File: src/rtl/bg_pkg.sv
package bg_pkg;
  localparam int unsigned BG_DIV_W      = 8;
  localparam int unsigned BG_ASYNC_PRE  = 64;
  localparam int unsigned BG_SYNC_PRE   = 4;

  typedef enum logic {
    BG_ASYNC = 1'b0,
    BG_SYNC  = 1'b1
  } bg_mode_e;
endpackage

File: src/rtl/bg_div_reg.sv
module bg_div_reg #(
  parameter int unsigned W = 8
) (
  input  logic         clk_i,
  input  logic         we_i,
  input  logic [W-1:0] wdata_i,
  output logic [W-1:0] div_o,
  output logic [W-1:0] div_nxt_o
);
  logic [W-1:0] div_q;

  // no reset: value survives warm resets, undefined at power-up
  always_ff @(posedge clk_i) begin
    if (we_i) div_q <= wdata_i;
  end

  assign div_o     = div_q;
  assign div_nxt_o = we_i ? wdata_i : div_q;
endmodule

File: src/rtl/bg_timer.sv
module bg_timer #(
  parameter int unsigned W = 8
) (
  input  logic         clk_i,
  input  logic         rst_ni,
  input  logic         restart_i,
  input  logic [W-1:0] reload_i,
  input  logic [W-1:0] period_i,
  output logic         tc_o
);
  logic [W-1:0] cnt_q;

  always_ff @(posedge clk_i or negedge rst_ni) begin
    if (!rst_ni)              cnt_q <= '0;
    else if (restart_i)       cnt_q <= reload_i;
    else if (cnt_q == '0)     cnt_q <= period_i;
    else                      cnt_q <= cnt_q - 1'b1;
  end

  assign tc_o = (cnt_q == '0);
endmodule

File: src/rtl/bg_prescale.sv
module bg_prescale #(
  parameter int unsigned ASYNC_PRE = 64,
  parameter int unsigned SYNC_PRE  = 4
) (
  input  logic clk_i,
  input  logic rst_ni,
  input  logic restart_i,
  input  logic sync_i,
  input  logic tc_i,
  output logic wrap_o,
  output logic half_o
);
  localparam int unsigned PSC_W = (ASYNC_PRE > SYNC_PRE) ? $clog2(ASYNC_PRE) : $clog2(SYNC_PRE);
  localparam logic [PSC_W-1:0] A_LAST = PSC_W'(ASYNC_PRE - 1);
  localparam logic [PSC_W-1:0] S_LAST = PSC_W'(SYNC_PRE - 1);
  localparam logic [PSC_W-1:0] S_MID  = PSC_W'(SYNC_PRE / 2 - 1);

  logic [PSC_W-1:0] psc_q;
  logic             last;

  assign last = sync_i ? (psc_q == S_LAST) : (psc_q == A_LAST);

  always_ff @(posedge clk_i or negedge rst_ni) begin
    if (!rst_ni)        psc_q <= '0;
    else if (restart_i) psc_q <= '0;
    else if (tc_i)      psc_q <= last ? '0 : psc_q + 1'b1;
  end

  assign wrap_o = tc_i & last;
  // serial clock edges: middle and end of a synchronous period
  assign half_o = tc_i & sync_i & ((psc_q == S_MID) | (psc_q == S_LAST));
endmodule

File: src/rtl/bg_sclk.sv
module bg_sclk (
  input  logic clk_i,
  input  logic rst_ni,
  input  logic clear_i,
  input  logic toggle_i,
  output logic sclk_o
);
  logic sclk_q;

  always_ff @(posedge clk_i or negedge rst_ni) begin
    if (!rst_ni)       sclk_q <= 1'b0;
    else if (clear_i)  sclk_q <= 1'b0;
    else if (toggle_i) sclk_q <= ~sclk_q;
  end

  assign sclk_o = sclk_q;
endmodule

File: src/rtl/baud_gen_top.sv
module baud_gen_top
  import bg_pkg::*;
#(
  parameter int unsigned DIV_W     = BG_DIV_W,
  parameter int unsigned ASYNC_PRE = BG_ASYNC_PRE,
  parameter int unsigned SYNC_PRE  = BG_SYNC_PRE
) (
  input  logic             clk_i,
  input  logic             rst_ni,
  input  logic [DIV_W-1:0] div_wdata_i,
  input  logic             div_we_i,
  input  logic             sync_mode_i,
  input  logic             master_i,
  input  logic             en_i,
  output logic             tick_o,
  output logic             sclk_o
);
  logic [DIV_W-1:0] div_q, div_nxt;
  bg_mode_e         mode_q;
  logic             mode_chg, active, restart;
  logic             tc, tc_live, wrap, half;
  logic             tick_q;

  bg_div_reg #(.W(DIV_W)) u_div (
    .clk_i    (clk_i),
    .we_i     (div_we_i),
    .wdata_i  (div_wdata_i),
    .div_o    (div_q),
    .div_nxt_o(div_nxt)
  );

  always_ff @(posedge clk_i or negedge rst_ni) begin
    if (!rst_ni) mode_q <= BG_ASYNC;
    else         mode_q <= bg_mode_e'(sync_mode_i);
  end

  assign mode_chg = (bg_mode_e'(sync_mode_i) != mode_q);
  // synchronous slave: generator output unused, keep it parked
  assign active   = en_i & (~sync_mode_i | master_i);
  assign restart  = ~active | div_we_i | mode_chg;

  bg_timer #(.W(DIV_W)) u_tmr (
    .clk_i    (clk_i),
    .rst_ni   (rst_ni),
    .restart_i(restart),
    .reload_i (div_nxt),
    .period_i (div_q),
    .tc_o     (tc)
  );

  assign tc_live = tc & ~restart;

  bg_prescale #(.ASYNC_PRE(ASYNC_PRE), .SYNC_PRE(SYNC_PRE)) u_psc (
    .clk_i    (clk_i),
    .rst_ni   (rst_ni),
    .restart_i(restart),
    .sync_i   (sync_mode_i),
    .tc_i     (tc_live),
    .wrap_o   (wrap),
    .half_o   (half)
  );

  always_ff @(posedge clk_i or negedge rst_ni) begin
    if (!rst_ni) tick_q <= 1'b0;
    else         tick_q <= wrap;
  end

  bg_sclk u_sclk (
    .clk_i   (clk_i),
    .rst_ni  (rst_ni),
    .clear_i (restart | ~sync_mode_i),
    .toggle_i(half),
    .sclk_o  (sclk_o)
  );

  assign tick_o = tick_q;
endmodule

File: config.mk
export PLATFORM = sky130hd
export DESIGN_NAME = baud_gen_top
export DESIGN_NICKNAME = d
export VERILOG_FILES = /design/src/rtl/bg_pkg.sv /design/src/rtl/bg_div_reg.sv /design/src/rtl/bg_timer.sv /design/src/rtl/bg_prescale.sv /design/src/rtl/bg_sclk.sv /design/src/rtl/baud_gen_top.sv
export SDC_FILE = /design/constraint.sdc
export NUM_CORES = 1
export LEC_CHECK = 0
export ABC_AREA = 0
export BUFFER_PORTS_ARGS = -buffer_cell sky130_fd_sc_hd__buf_2
export CORE_ASPECT_RATIO = 0.75
export CORE_MARGIN = 5
export CORE_UTILIZATION = 60
export DETAILED_ROUTE_END_ITERATION = 10
export PLACE_DENSITY = 0.82
export SYNTH_ARGS = -nofsm -noshare
export SYNTH_HDL_FRONTEND = slang
export SYNTH_SLANG_ARGS = --single-unit
File: constraint.sdc
create_clock -name clk_i -period 5.4 [get_ports clk_i]
set_input_delay 1.08 -clock clk_i [delete_from_list [all_inputs] [get_ports clk_i]]
set_output_delay 1.08 -clock clk_i [all_outputs]
set_load 0.03 [all_outputs]
# Yosys cells after proc, flatten, opt, wreduce, memory -nomap -nowiden
# Index checks and enable logic that the tools add are counted.
[totals]
register_bits = 25
latchBits = 0
ram_bits = 0
rom_bits = 0
input_bits = 14
output_inout_bits = 2
wordCells = 38
memories = 0
[op_classes]
n_addsub = 2
multipliers = 0
n_div = 0
order_cmp = 0
eq_ne = 4
shifts = 0
mux = 9
bitwise = 14
n_reduce_logical = 3
[op_table]
columns = ["op", "count"]
rows = [
  ["two-way mux 8 bit", 3],
  ["two-way mux 6 bit", 3],
  ["zero test 8 bit", 1],
  ["subtractor 8 x 1 -> 8 bit (second input constant)", 1],
  ["adder 6 x 1 -> 6 bit (second input constant)", 1],
  ["equality test 6 x 1 -> 1 bit (second input constant)", 1],
  ["equality test 6 x 2 -> 1 bit (second input constant)", 1],
  ["equality test 6 bit (second input constant)", 1],
  ["bitwise AND 1 bit", 5],
  ["bitwise OR 1 bit", 5],
  ["NOT 1 bit", 4],
  ["nonzero test 2 bit", 2],
  ["two-way mux 1 bit", 3],
  ["!= test 1 bit", 1],
]

# Logic depth before layout (Yosys ltp)
[logic_depth]
ltp_word = 12
ltp_mapped = 6
mapped_depth_nobuf = 6

# By module
# A second synthesis with hierarchy kept.
[hier_totals]
cells_unflattened = 130
hier_area_um2 = 1398.8
[by_module_without_submodules]
columns = ["module", "instances", "cells_per_inst", "area_each_um2", "seq_area_each_um2"]
rows = [
  ["bg_timer", 1, 57, 561.8, 200.2],
  ["bg_prescale", 1, 45, 417.9, 150.1],
  ["bg_div_reg", 1, 17, 291.5, 160.2],
  ["baud_gen_top", 1, 8, 90.1, 50.0],
  ["bg_sclk", 1, 3, 37.5, 25.0],
]

# Least setup slack after synthesis
# Ideal clock, no wire load.
[synth_timing]
kind = "input port to flip-flop"
start = "input port div_we_i"
end = "register u_psc.psc_q[5]"
setup_ps = 67
arrival_time_ps = 2105
t_required_ps = 5333
path_slack_ps = 3228
path_stages = 6
path_buffers = 2
cell_sequence = "clkbuf_1 nand2b_1 a21oi_1 buf_2 o2111ai_1 nand2_1"
[synth_between]
elab_chain_len = 5
word_cells_on_any_way = 6
classes_between = "1 x mux; 4 x bitwise; 1 x reduce/logical"
[synth_rtl]
columns = ["item", "line_no", "source"]
rows = [
  ["start: declaration", "baud_gen_top.sv:11", "input logic div_we_i,"],
  ["bitwise OR 1 bit * (2 in a row)", "baud_gen_top.sv:40", "assign restart = ~active | div_we_i | mode_chg;"],
  ["NOT 1 bit", "baud_gen_top.sv:51", "assign tc_live = tc & ~restart;"],
  ["bitwise AND 1 bit", "baud_gen_top.sv:51", ""],
  ["nonzero test 2 bit (no source line)", "-", ""],
  ["end signal: assignment", "bg_prescale.sv:26", "else if (tc_i) psc_q <= last ? '0 : psc_q + 1'b1;"],
  ["end: declaration", "bg_prescale.sv:18", "logic [PSC_W-1:0] psc_q;"],
]
# Every way passes the cells marked *; elsewhere a longest branch is shown, timed or not.
# A chain may end at the register's enable or synchronous reset.

# Worst setup path after layout
[layout_timing]
start = "register u_tmr.cnt_q[0]"
end = "register u_psc.psc_q[1]"
[layout_between]
elab_chain_len = 3
[layout_rtl]
columns = ["item", "line_no", "source"]
rows = [
  ["start: declaration", "bg_timer.sv:11", "logic [W-1:0] cnt_q;"],
  ["start signal: assignment", "bg_timer.sv:15", "else if (restart_i) cnt_q <= reload_i;"],
  ["start signal: assignment", "bg_timer.sv:16", "else if (cnt_q == '0) cnt_q <= period_i;"],
  ["start signal: assignment", "bg_timer.sv:17", "else cnt_q <= cnt_q - 1'b1;"],
  ["zero test 8 bit", "bg_timer.sv:20", "assign tc_o = (cnt_q == '0);"],
  ["bitwise AND 1 bit", "baud_gen_top.sv:51", ""],
  ["nonzero test 2 bit (no source line)", "-", ""],
]
# Every way passes these cells.

==> summary.md <==
| Metric | Value |
|---|---|
| Maximum clock frequency | 0.463 GHz |
| Pwr Density | 247 mW/mm² |
| CTS H-Tree Depth | 1 |
| Unrepaired setup endpoints after global routing | false |
| Clk sinks | 25 |
| Final worst path period share | 40.0% |
| CP Data Arrival Time | 2.39 ns |
| Die Wd | 63.4 µm |
| Relative slew slack | 58.6% |
| Tightest Pin Transition | 0.619 ns |
| TNS Setup | 0 ns |
| Area contributors post-synth | dfrtp_1 33%, dfxtp_1 12%, mux2_2 7.0% |
| Setup crit end kind | register |
| Clock Latency Late Sink | 0.32 ns |
| Sequential fraction of the synthesis area | 45.6% |
| Core box area | 0.00203 mm² |
| Sw frac | 27.1% |
| Die area | 0.00318 mm² |
| Post-CTS Setup Bufs | 0 |
| Crit Path Max Fanout | 7 |
| Post-synth top area cell | dfrtp_1 |
| Library cells used by synthesis | 41 |
| Drt pass-1 iters | 5 |
| Period minus WS final | 2.16 ns |
| Fill count | 165 |
| CTS root buf | clkbuf_4 |
| Crit path max-delay family | simple AND/OR/NAND/NOR gates |
| CTS max path bufs | 2 |
| Met1 global-route usage | 24.5% |
| GR Overflow Total | 0 |
| Skew final | 0.0105 ns |
| Layout cells sized above 1 | 22.9% |
| Clock share of power | 23.4% |
| Top cell type's share of synthesized area | 33.1% |
| Row cnt | 14 |
| Outcome | finished, final reports clean |
| Most common cell after layout, fill and taps aside | dfrtp_1 |
| Vias per cell | 5.93 |
| Initial Util | 63.2% |
| RR Startpoint | u_tmr.cnt_q[0]$_DFF_PN0_ |
| DPL Wire Length | 1830 µm |
| Int Pwr | 255 µW |
| Max-slew violation count | 0 |
| Syn Nets | 145 |
| Comb pwr share | 15.3% |
| Setup slack after layout | 3.24 ns |
| DR vias | 996 |
| Drt drc | 0 |
| Final hold vios | 0 |
| GR Util All Layers | 17.3% |
| Max-Cap Viols | 0 |
| Worst-path clk slew | 0.13 ns |
| GR Util met2 | 24.7% |
| Vias in the first global route | 939 |
| Routability-driven placement congestion ratio | 0.786 |
| Largest net degree at the start of global routing | 25 |
| CP Launch Type | register |
| Overall Power | 349 µW |
| Mapped Cells | 127 |
| Final Net Count | 163 |
| Yosys reg bits | 25 |
| Reg-to-reg slack, setup | 3.24 ns |
| Synth Flop Type | dfrtp_1 |
| Hold path start | u_div.div_o[5]$_DFF_P_ |
| Setup WS pre-CTS | 3.05 ns |
| Synthesized area | 0.00128 mm² |
| Post-CTS sizing | 0 |
| Grt peak-use layer | met2 |
| Post-Route WL | 2450 µm |
| Sequential share of power | 61.3% |
| CTS tree | done |
| Async SR Flop Fraction | 68.0% |
| Antenna violations before repair | 0 |
| Critical Path Max Stage Delay | 0.55 ns |
| NetSw | 94.5 µW |
| I/O Buffers | 15 |
| Die H | 50.1 µm |
| Drt wl/cell | 14.6 µm |
| # setup viols final | 0 |
| YS warnings | 0 |
| Initial drt markers | 28 |
| Worst setup startpoint | u_tmr.cnt_q[0]$_DFF_PN0_ |
| CTS Buf Count | 3 |
| Antenna Cells | 0 |
| Setup Crit Path Kind | reg -> reg |
| Syn avg cell area | 10.1 µm² |
| Pleak | 0.000606 µW |
| Worst vdd ir | 0.202 mV |
| I/O pin total | 16 |
| Routing usage on met3 | 6.36% |
| Routed Antenna Nets | 0 |
| Most frequent cells in the layout | 17 x dfrtp_1, 15 x buf_2, 10 x nand2_1 |
| Global-route wire length before repair | 4400 µm |
| Crit-path cells | inv_1 -> ha_1 -> nor3b_1 -> nand2_1 -> and2_1 -> o2bb2ai_1 |
| Hold Crit Class | reg -> reg |
| Area growth syn-to-layout | 9.83% |
| Crit path required time | 5.63 ns |
| WP buf/inv | 1 |
| Post-CTS Hold Buffers | 0 |
| Slowest cell on the critical path | nor3b_1 |
| Post-synth EDFFs | 0 |
registers in the layout (all words and copies together), names as in the netlist:
| name | cells |
|---|---|
| u_div.div_o | 8 |
| u_psc.psc_q | 6 |
| u_tmr.cnt_q | 8 |
| tick_o | 1 |
| mode_q | 1 |
| u_sclk.sclk_o | 1 |
through the flow:
stage | cells | instance area [µm²] | util, % | hold slack [ns]
3_3_place_gp | 164 | 1380 | 68.1 | 0.451
4_1_cts | 168 | 1410 | 69.5 | 0.479
6_report | 168 | 1410 | 69.5 | 0.477
5_1_grt | 168 | 1410 | 69.5 | 0.500
2_1_floorplan | 127 | 1280 | - | 0.441
3_5_place_dp | 164 | 1380 | 68.1 | 0.464
layer usage:
layer,up-vias,wire (µm),part of all wire (%)
li1,499,-,-
met1,462,1230,50
met2,31,1020,42
met3,4,171,7.0
met4,0,25,1.0
met5,-,0,0
power by group through the flow:
stage	Clock, µW	Combinational, µW	Sequential, µW
CTS	84.2	53.4	214
floorplan	0	38.9	214
detailed placement	0	53.2	217
global route	94.5	59.8	217
finish	81.7	53.4	214
global placement	0	50.8	217
cells in the mapped netlist, types with 2 or more instances:
library cell  number
a31oi_1            4
nor3b_1            2
o21ai_1            3
dfrtp_1           17
mux2i_1            2
mux2_2             8
or3_1              2
ha_1               4
inv_1              4
o2bb2ai_1          3
xor2_1             3
nor3_1             2
xnor2_1            3
o2111ai_1          2
dfxtp_1            8
nand3_1            9
nand2_1           10
nand2b_1           3
a21oi_1            4
nor2_1             8
and3_1             2
and3b_1            2
buf_2              2
o21a_1             2
o211ai_1           2
layout make-up:
cell class | count | area, µm² | area share [%]
clock buffers | 3 | 22.5 | 1.60
clock inverters | 1 | 5.00 | 0.355
inverters | 4 | 15.0 | 1.06
multi-input cells | 95 | 671 | 47.5
flip-flops and latches | 25 | 586 | 41.5
well taps | 24 | 30.0 | 2.13
repair buffers | 16 | 82.6 | 5.85
worst reg2reg max path: cells and delay by family (launching register included):
family          cells  cell delay [ns]
simple gates        3             1.18
fa+ha+maj           1             0.24
flops               1             0.44
buf+inv             1             0.09
compound gates      1             0.12
logic make-up after synthesis:
logic type / Yosys count / share of synthesized area (%)
adders and majority gates: 4 / 3.89
AOI/OAI and AO/OA: 26 / 13.9
muxes: 10 / 8.57
buffers and inverters: 7 / 2.24
and+or+nand+nor: 49 / 21.7
xor gates and xnor gates: 6 / 4.09
DFF: 25 / 45.6
final timing paths:
check	to	cells after the start
worst max-delay path	u_psc.psc_q[1]$_DFFE_PN0P_	6
worst min-delay path	u_tmr.cnt_q[5]$_DFF_PN0_	2
worst max register to register	u_psc.psc_q[1]$_DFFE_PN0P_	6
worst min register to register	u_tmr.cnt_q[5]$_DFF_PN0_	2
max in group asynchronous	u_sclk.sclk_o$_DFFE_PN0P_	1
min in group asynchronous	u_tmr.cnt_q[2]$_DFF_PN0_	1
No activity file was read; power rests on OpenSTA's default activity.
